[src/rtl/sc_pkg.sv]
package sc_pkg;
  localparam int XLEN    = 32;
  localparam int REG_CNT = 32;

  localparam logic [5:0] OPC_REG   = 6'd0;
  localparam logic [5:0] OPC_JUMP  = 6'd2;
  localparam logic [5:0] OPC_BEQ   = 6'd4;
  localparam logic [5:0] OPC_LOAD  = 6'd35;
  localparam logic [5:0] OPC_STORE = 6'd43;

  localparam logic [5:0] FN_ADD = 6'b100000;
  localparam logic [5:0] FN_SUB = 6'b100010;
  localparam logic [5:0] FN_AND = 6'b100100;
  localparam logic [5:0] FN_OR  = 6'b100101;
  localparam logic [5:0] FN_SLT = 6'b101010;

  typedef enum logic [3:0] {
    ALU_AND = 4'b0000,
    ALU_OR  = 4'b0001,
    ALU_ADD = 4'b0010,
    ALU_SUB = 4'b0110,
    ALU_SLT = 4'b0111,
    ALU_NOR = 4'b1100
  } alu_code_e;

  typedef enum logic [1:0] {
    CLS_MEM  = 2'b00,
    CLS_CMP  = 2'b01,
    CLS_REG  = 2'b10,
    CLS_NONE = 2'b11
  } alu_cls_e;

  typedef struct packed {
    logic     dst_rd;
    logic     src_imm;
    logic     wb_mem;
    logic     reg_we;
    logic     mem_rd;
    logic     mem_we;
    logic     branch;
    logic     jump;
    alu_cls_e cls;
  } ctrl_t;
endpackage

[src/rtl/sc_main_dec.sv]
module sc_main_dec
  import sc_pkg::*;
(
  input  logic [5:0] opcode,
  output ctrl_t      ctl
);
  always_comb begin
    ctl = '{dst_rd: 1'b0, src_imm: 1'b0, wb_mem: 1'b0, reg_we: 1'b0,
            mem_rd: 1'b0, mem_we: 1'b0, branch: 1'b0, jump: 1'b0,
            cls: CLS_MEM};
    case (opcode)
      OPC_REG: begin
        ctl.dst_rd = 1'b1;
        ctl.reg_we = 1'b1;
        ctl.cls    = CLS_REG;
      end
      OPC_LOAD: begin
        ctl.src_imm = 1'b1;
        ctl.wb_mem  = 1'b1;
        ctl.reg_we  = 1'b1;
        ctl.mem_rd  = 1'b1;
      end
      OPC_STORE: begin
        ctl.src_imm = 1'b1;
        ctl.mem_we  = 1'b1;
      end
      OPC_BEQ: begin
        ctl.branch = 1'b1;
        ctl.cls    = CLS_CMP;
      end
      OPC_JUMP: ctl.jump = 1'b1;
      default:  ctl.cls  = CLS_NONE;
    endcase
  end
endmodule

[src/rtl/sc_alu_dec.sv]
module sc_alu_dec
  import sc_pkg::*;
(
  input  alu_cls_e   cls,
  input  logic [5:0] funct,
  output alu_code_e  code
);
  always_comb begin
    case (cls)
      CLS_CMP: code = ALU_SUB;
      CLS_REG: begin
        case (funct)
          FN_SUB:  code = ALU_SUB;
          FN_AND:  code = ALU_AND;
          FN_OR:   code = ALU_OR;
          FN_SLT:  code = ALU_SLT;
          default: code = ALU_ADD;
        endcase
      end
      default: code = ALU_ADD;
    endcase
  end
endmodule

[src/rtl/sc_alu.sv]
module sc_alu
  import sc_pkg::*;
#(
  parameter int W = 32
) (
  input  logic [W-1:0] opa,
  input  logic [W-1:0] opb,
  input  alu_code_e    code,
  output logic [W-1:0] res,
  output logic         zero
);
  always_comb begin
    case (code)
      ALU_AND: res = opa & opb;
      ALU_OR:  res = opa | opb;
      ALU_ADD: res = opa + opb;
      ALU_SUB: res = opa - opb;
      ALU_SLT: res = {{(W-1){1'b0}}, ($signed(opa) < $signed(opb))};
      ALU_NOR: res = ~(opa | opb);
      default: res = '0;
    endcase
  end
  assign zero = (res == '0);
endmodule

[src/rtl/sc_regfile.sv]
module sc_regfile #(
  parameter int W = 32,
  parameter int N = 32,
  localparam int AW = $clog2(N)
) (
  input  logic          clk,
  input  logic          rst_n,
  input  logic [AW-1:0] ra1,
  input  logic [AW-1:0] ra2,
  input  logic [AW-1:0] wa,
  input  logic          we,
  input  logic [W-1:0]  wd,
  output logic [W-1:0]  rd1,
  output logic [W-1:0]  rd2
);
  logic [W-1:0] regs_q [N];
  logic [N-1:0] row_en;

  for (genvar g = 0; g < N; g++) begin : g_row
    if (g == 0) begin : g_zero
      assign row_en[g] = 1'b0;
      always_ff @(posedge clk or negedge rst_n) begin
        if (!rst_n) regs_q[g] <= '0;
        else        regs_q[g] <= '0;
      end
    end else begin : g_live
      assign row_en[g] = we && (wa == AW'(g));
      always_ff @(posedge clk or negedge rst_n) begin
        if (!rst_n)          regs_q[g] <= '0;
        else if (row_en[g])  regs_q[g] <= wd;
      end
    end
  end

  assign rd1 = regs_q[ra1];
  assign rd2 = regs_q[ra2];


  wb_read_chk: assert property (@(posedge clk) disable iff (!rst_n)
    (we && wa != '0) |=> (ra1 != $past(wa)) || (rd1 == $past(wd)));

  r0_zero_chk: assert property (@(posedge clk) disable iff (!rst_n)
    (we && wa == '0) |=> (ra2 != '0) || (rd2 == '0));
endmodule

[src/rtl/sc_core.sv]
module sc_core
  import sc_pkg::*;
(
  input  logic        clk,
  input  logic        rst_n,
  output logic [31:0] imem_addr,
  input  logic [31:0] imem_rdata,
  output logic [31:0] dmem_addr,
  output logic [31:0] dmem_wdata,
  output logic        dmem_rd,
  output logic        dmem_wr,
  input  logic [31:0] dmem_rdata
);
  localparam int RAW = $clog2(REG_CNT);

  logic [XLEN-1:0] pc_q, pc_d, pc_plus4, br_tgt, jmp_tgt, imm_ext;
  logic [XLEN-1:0] rs_val, rt_val, alu_b, alu_y, wb_val;
  logic [RAW-1:0]  rs_idx, rt_idx, rd_idx, wr_idx;
  logic            alu_zero, take_br;
  ctrl_t           ctl;
  alu_code_e       alu_code;

  assign rs_idx  = imem_rdata[25:21];
  assign rt_idx  = imem_rdata[20:16];
  assign rd_idx  = imem_rdata[15:11];
  assign imm_ext = {{(XLEN-16){imem_rdata[15]}}, imem_rdata[15:0]};

  sc_main_dec u_main (.opcode(imem_rdata[31:26]), .ctl(ctl));
  sc_alu_dec  u_adec (.cls(ctl.cls), .funct(imem_rdata[5:0]), .code(alu_code));

  assign wr_idx = ctl.dst_rd ? rd_idx : rt_idx;
  assign wb_val = ctl.wb_mem ? dmem_rdata : alu_y;

  sc_regfile #(.W(XLEN), .N(REG_CNT)) u_rf (
    .clk(clk), .rst_n(rst_n), .ra1(rs_idx), .ra2(rt_idx), .wa(wr_idx),
    .we(ctl.reg_we), .wd(wb_val), .rd1(rs_val), .rd2(rt_val)
  );

  assign alu_b = ctl.src_imm ? imm_ext : rt_val;

  sc_alu #(.W(XLEN)) u_alu (
    .opa(rs_val), .opb(alu_b), .code(alu_code), .res(alu_y), .zero(alu_zero)
  );

  // next-address selection
  assign pc_plus4 = pc_q + XLEN'(4);
  assign br_tgt   = pc_plus4 + {imm_ext[XLEN-3:0], 2'b00};
  assign jmp_tgt  = {pc_plus4[XLEN-1:28], imem_rdata[25:0], 2'b00};
  assign take_br  = ctl.branch & alu_zero;

  always_comb begin
    pc_d = pc_plus4;
    if (ctl.jump)     pc_d = jmp_tgt;
    else if (take_br) pc_d = br_tgt;
  end

  always_ff @(posedge clk or negedge rst_n) begin
    if (!rst_n) pc_q <= '0;
    else        pc_q <= pc_d;
  end

  assign imem_addr  = pc_q;
  assign dmem_addr  = alu_y;
  assign dmem_wdata = rt_val;
  assign dmem_rd    = ctl.mem_rd;
  assign dmem_wr    = ctl.mem_we;


  pc_step_chk: assert property (@(posedge clk) disable iff (!rst_n)
    (!ctl.jump && !(ctl.branch && alu_zero)) |=> (pc_q == $past(pc_q) + 32'd4));

  br_target_chk: assert property (@(posedge clk) disable iff (!rst_n)
    (ctl.branch && rs_val == rt_val) |=>
      (pc_q == $past(pc_q) + 32'd4 + {$past(imm_ext[29:0]), 2'b00}));

  jmp_target_chk: assert property (@(posedge clk) disable iff (!rst_n)
    ctl.jump |=> (pc_q == {$past(pc_plus4[31:28]), $past(imem_rdata[25:0]), 2'b00}));

  store_no_load_chk: assert property (@(posedge clk) disable iff (!rst_n)
    dmem_wr |-> !dmem_rd && !ctl.reg_we);
endmodule

[config.mk]
export PLATFORM = sky130hd
export DESIGN_NAME = sc_core
export DESIGN_NICKNAME = d
export VERILOG_FILES = /design/src/rtl/sc_pkg.sv /design/src/rtl/sc_main_dec.sv /design/src/rtl/sc_alu_dec.sv /design/src/rtl/sc_alu.sv /design/src/rtl/sc_regfile.sv /design/src/rtl/sc_core.sv
export SDC_FILE = /design/constraint.sdc
export NUM_CORES = 2
export LEC_CHECK = 0
export BUFFER_PORTS_ARGS = -buffer_cell sky130_fd_sc_hd__buf_2
export CELL_PAD_IN_SITES_DETAIL_PLACEMENT = 0
export CELL_PAD_IN_SITES_GLOBAL_PLACEMENT = 1
export CORE_UTILIZATION = 53
export DETAILED_ROUTE_END_ITERATION = 16
export PLACE_DENSITY = 0.82
export SYNTH_ARGS = -nofsm -noshare
export SYNTH_HDL_FRONTEND = slang
export SYNTH_HIERARCHICAL = 1
export SYNTH_SLANG_ARGS = --single-unit
[constraint.sdc]
create_clock -name clk -period 7.7 [get_ports clk]
set_input_delay 0.385 -clock clk [delete_from_list [all_inputs] [get_ports clk]]
set_output_delay 0.385 -clock clk [all_outputs]
set_load 0.01 [all_outputs]
==> impl_results.md <==
* Total clock sinks at 1022
* # Post-CTS Setup Buffers at 0
* CTS Buf Count at 109
* Post-layout min period at 7.47 ns
* Worst-margin pin slew at 5.67 ns
* Routability Congestion at 0.992
* P&R area growth vs syn at 10.9%
* Die Wd at 348 µm
* Ys async rst share at 100%
* 1st-iter DRT viols at 5007
* Port Buffers at 161
* Fillers at 9310
* Post-synthesis sequential area ratio at 40.3%
* Worst hold slack at 0.0434 ns
* Power Density at 192 nW/µm²
* Starting Density at 53.6%
* Top FF cell, synth: dfrtp_1
* Final setup viols at 0
* Htree depth at 3
* Row Count at 126
* CP Max Fanout at 6
* Mean Syn Cell Area at 12.5 µm²
* Clk pin slew, worst setup/hold paths at 0.06 ns
* CP startpoint: u_rf/regs_q[64]
* Largest net degree at the start of global routing at 172
* Synthesized instance count at 5088
* GRT Util Overall at 34.0%
* Core area at 118000 µm²
* Clock Latency Late Sink at 0.73 ns
* Worst setup margin at 0.231 ns
* Final TNS setup at 0 ns
* Initial antenna violation count at 6
* HPWL Detailed at 132000 µm
* Dpl ws at -0.371 ns
* Die ar. at 121000 µm²
* Register bit total from synthesis at 1022
* Total wire length at 207000 µm
* DR WL/cell at 30.5 µm
* CP required at 8.33 ns
* Root Buffer: clkbuf_16
* Final hold vios at 0
* Failing checks: slew limit
* DR vias at 46719
* Maximum clock frequency at 134 MHz
* First-pass GRT wire length at 308000 µm
* CTS Buffer Depth at 3
* Crit path capture: imem_addr[27]
* WS Path Type: flip-flop to flip-flop
* R2R setup slack at 0.23 ns
* Run status: finished, violations left
* Crit path arrival time at 8.10 ns
* Static leakage at 0.0324 µW
* Boundary Pins at 164
* RSZ-0062 raised after global routing: false
* Final period utilization at 97.0%
* Number of enable flip-flop cells after synthesis at 0
* Die height at 348 µm
* Warnings from Yosys at 6
* Worst IR Drop VDD at 0.164 mV
* CP startpoint kind: flip-flop
* FF-to-FF End: imem_addr[27]
* CP endpoint kind: flip-flop
* Slew Limit Headroom at -283%
* Fin nets at 5315
* Reg2Reg Depth at 25
* Worst Skew at 0.0298 ns
* Drt pass-1 iters at 8
* TritonCTS clock tree: done
* Antenna Nets Post-Route at 0
* Vias/cell at 6.87
* Worst R2R Start: u_rf/regs_q[64]
* Layout cells sized above 1 at 40.8%
* Hold Crit Class: input pin to flip-flop
* Synthesized area at 63500 µm²
* Synth unique cells at 112
* Vias in the first global route at 46713
* Max-slew violations at 28
* # DRC at 0
* Max-cap viol count at 0
* Gr ovfl total at 0
==> per-layer routing <==
metal	vias to the layer above	track usage [%]	wire, µm
met2	2365	53.3	96200
met4	6	15.7	9510
li1	19480	-	-
met1	24317	45.4	82400
met3	551	7.16	19200
met5	-	0	49
==> state kept, by name, indices dropped and copies added, names as in the netlist <==
| register | flops |
|---|---|
| imem_addr | 30 |
| u_rf/regs_q | 992 |
==> synthesized netlist by cell type (all sizes together), types with 8 or more instances <==
cell type,number,area share [%]
and2,49,0.49
o211ai,19,0.22
o22ai,83,0.82
a221oi,25,0.34
clkbuf,275,1.6
nor2b,24,0.24
o2111ai,8,0.12
nand3,37,0.29
or3,20,0.20
nor3,41,0.33
a21oi,118,0.93
mux2,1109,20
o31ai,81,0.98
xnor2,36,0.50
xor2,19,0.26
buf,213,1.9
a31oi,14,0.14
a211oi,86,1.0
o21ai,159,1.3
ha,141,2.8
dfrtp,1022,40
inv,129,0.76
and3,45,0.45
a21o,22,0.26
o21a,15,0.18
a22o,195,2.7
nor2,147,0.87
nand2b,13,0.13
nor4,15,0.17
nand2,184,1.1
mux2i,168,2.6
a221o,13,0.20
mux4,384,14
nand4,27,0.30
==> area by class of cell <==
cell class | count | area, µm² | area share [%]
multi-input cells | 3449 | 35500 | 50.4
flip-flops and latches | 1022 | 25600 | 36.3
clock buffers | 150 | 3140 | 4.47
repair buffers | 393 | 3020 | 4.29
well taps | 1600 | 2000 | 2.84
clock inverters | 53 | 688 | 0.977
inverters | 130 | 488 | 0.693
diodes | 1 | 2.50 | 0.00355
==> worst min-delay path by stage <==
stage              startpoint             to  depth (start not counted)
2_1_floorplan           rst_n  imem_addr[10]                          0
3_3_place_gp            rst_n  imem_addr[21]                          1
3_5_place_dp            rst_n  imem_addr[18]                          1
4_1_cts         imem_rdata[8]  imem_addr[10]                          3
5_1_grt         imem_rdata[8]  imem_addr[10]                          3
6_report       imem_rdata[11]  imem_addr[13]                          2
==> worst max-delay path, cell delays in order, from the launching register on <==
cell and delay (ns):
dfrtp_1 0.41, mux4_2 0.48, a22o_1 0.23, o21ai_1 0.36
o31ai_1 0.22, mux2_2 0.35, ha_1 0.22, fa_1 0.41
or2_1 0.26, a2111o_1 0.48, and2_4 0.19, a221o_1 0.34
a22o_1 0.24, nor4_1 0.36, or4b_1 0.61, nor4_2 0.19
nand4bb_1 0.14, nor4_2 0.38, nor4b_2 0.42, buf_4 0.24
nand2_1 0.09, buf_4 0.16, or3_1 0.32, nor2_1 0.11
a221oi_1 0.06, o211ai_1 0.13
==> cells in the final DEF, fill, tap and decap left out, types with 28 or more instances in the layout <==
cell / n
buf_4: 195
o31ai_1: 80
a22o_1: 195
nand2_1: 173
clkbuf_16: 111
mux2_1: 40
mux4_2: 384
nor3_1: 39
o22ai_1: 83
a21oi_1: 118
clkinv_2: 28
a211oi_1: 84
buf_12: 31
o21ai_0: 89
mux2i_1: 168
nand3_1: 36
mux2_2: 1069
and2_1: 46
buf_2: 152
dfrtp_1: 1022
o21ai_1: 70
xnor2_1: 36
inv_1: 123
and3_1: 41
nor2_1: 133
ha_1: 141
==> power by group <==
| part | internal [µW] | switching, µW | total [µW] | leakage (µW) |
|---|---|---|---|---|
| logic | 805 | 1440 | 2240 | 0.0163 |
| clock network | 3360 | 2280 | 5640 | 0.00191 |
| registers | 5490 | 125 | 5610 | 0.0142 |
==> what timing repair did <==
item / in CTS / in global routing
hold buffers: 10 / 0
hold endpoints to repair: 98 / 0
gates resized for setup: 0 / 3
setup endpoints to repair: 0 / 13
==> per-stage QoR <==
step / power [µW] / cell area [µm²] / utilization, % / std cells
final: 13500 / 70400 / 59.5 / 6798
after CTS: 13500 / 70400 / 59.5 / 6797
after global routing: 13900 / 70400 / 59.5 / 6798
after floorplan: 7080 / 63500 / - / 5089
after global placement: 7880 / 66500 / 56.1 / 6584
after detailed placement: 7890 / 66500 / 56.1 / 6584
==> cells by family (layout without fill, tap and decap cells) <==
kind of cell | count (synthesis) | count (layout) | share of synthesized area, %
fa+ha+maj | 144 | 144 | 2.87
compound gates | 935 | 935 | 10.6
xor+xnor | 55 | 55 | 0.759
flops | 1022 | 1022 | 40.3
other cells | 2 | 4 | 0.0118
mux | 1661 | 1661 | 35.9
buf+inv | 618 | 726 | 4.25
simple gates | 651 | 651 | 5.26
No activity file was read; power rests on OpenSTA's default activity.
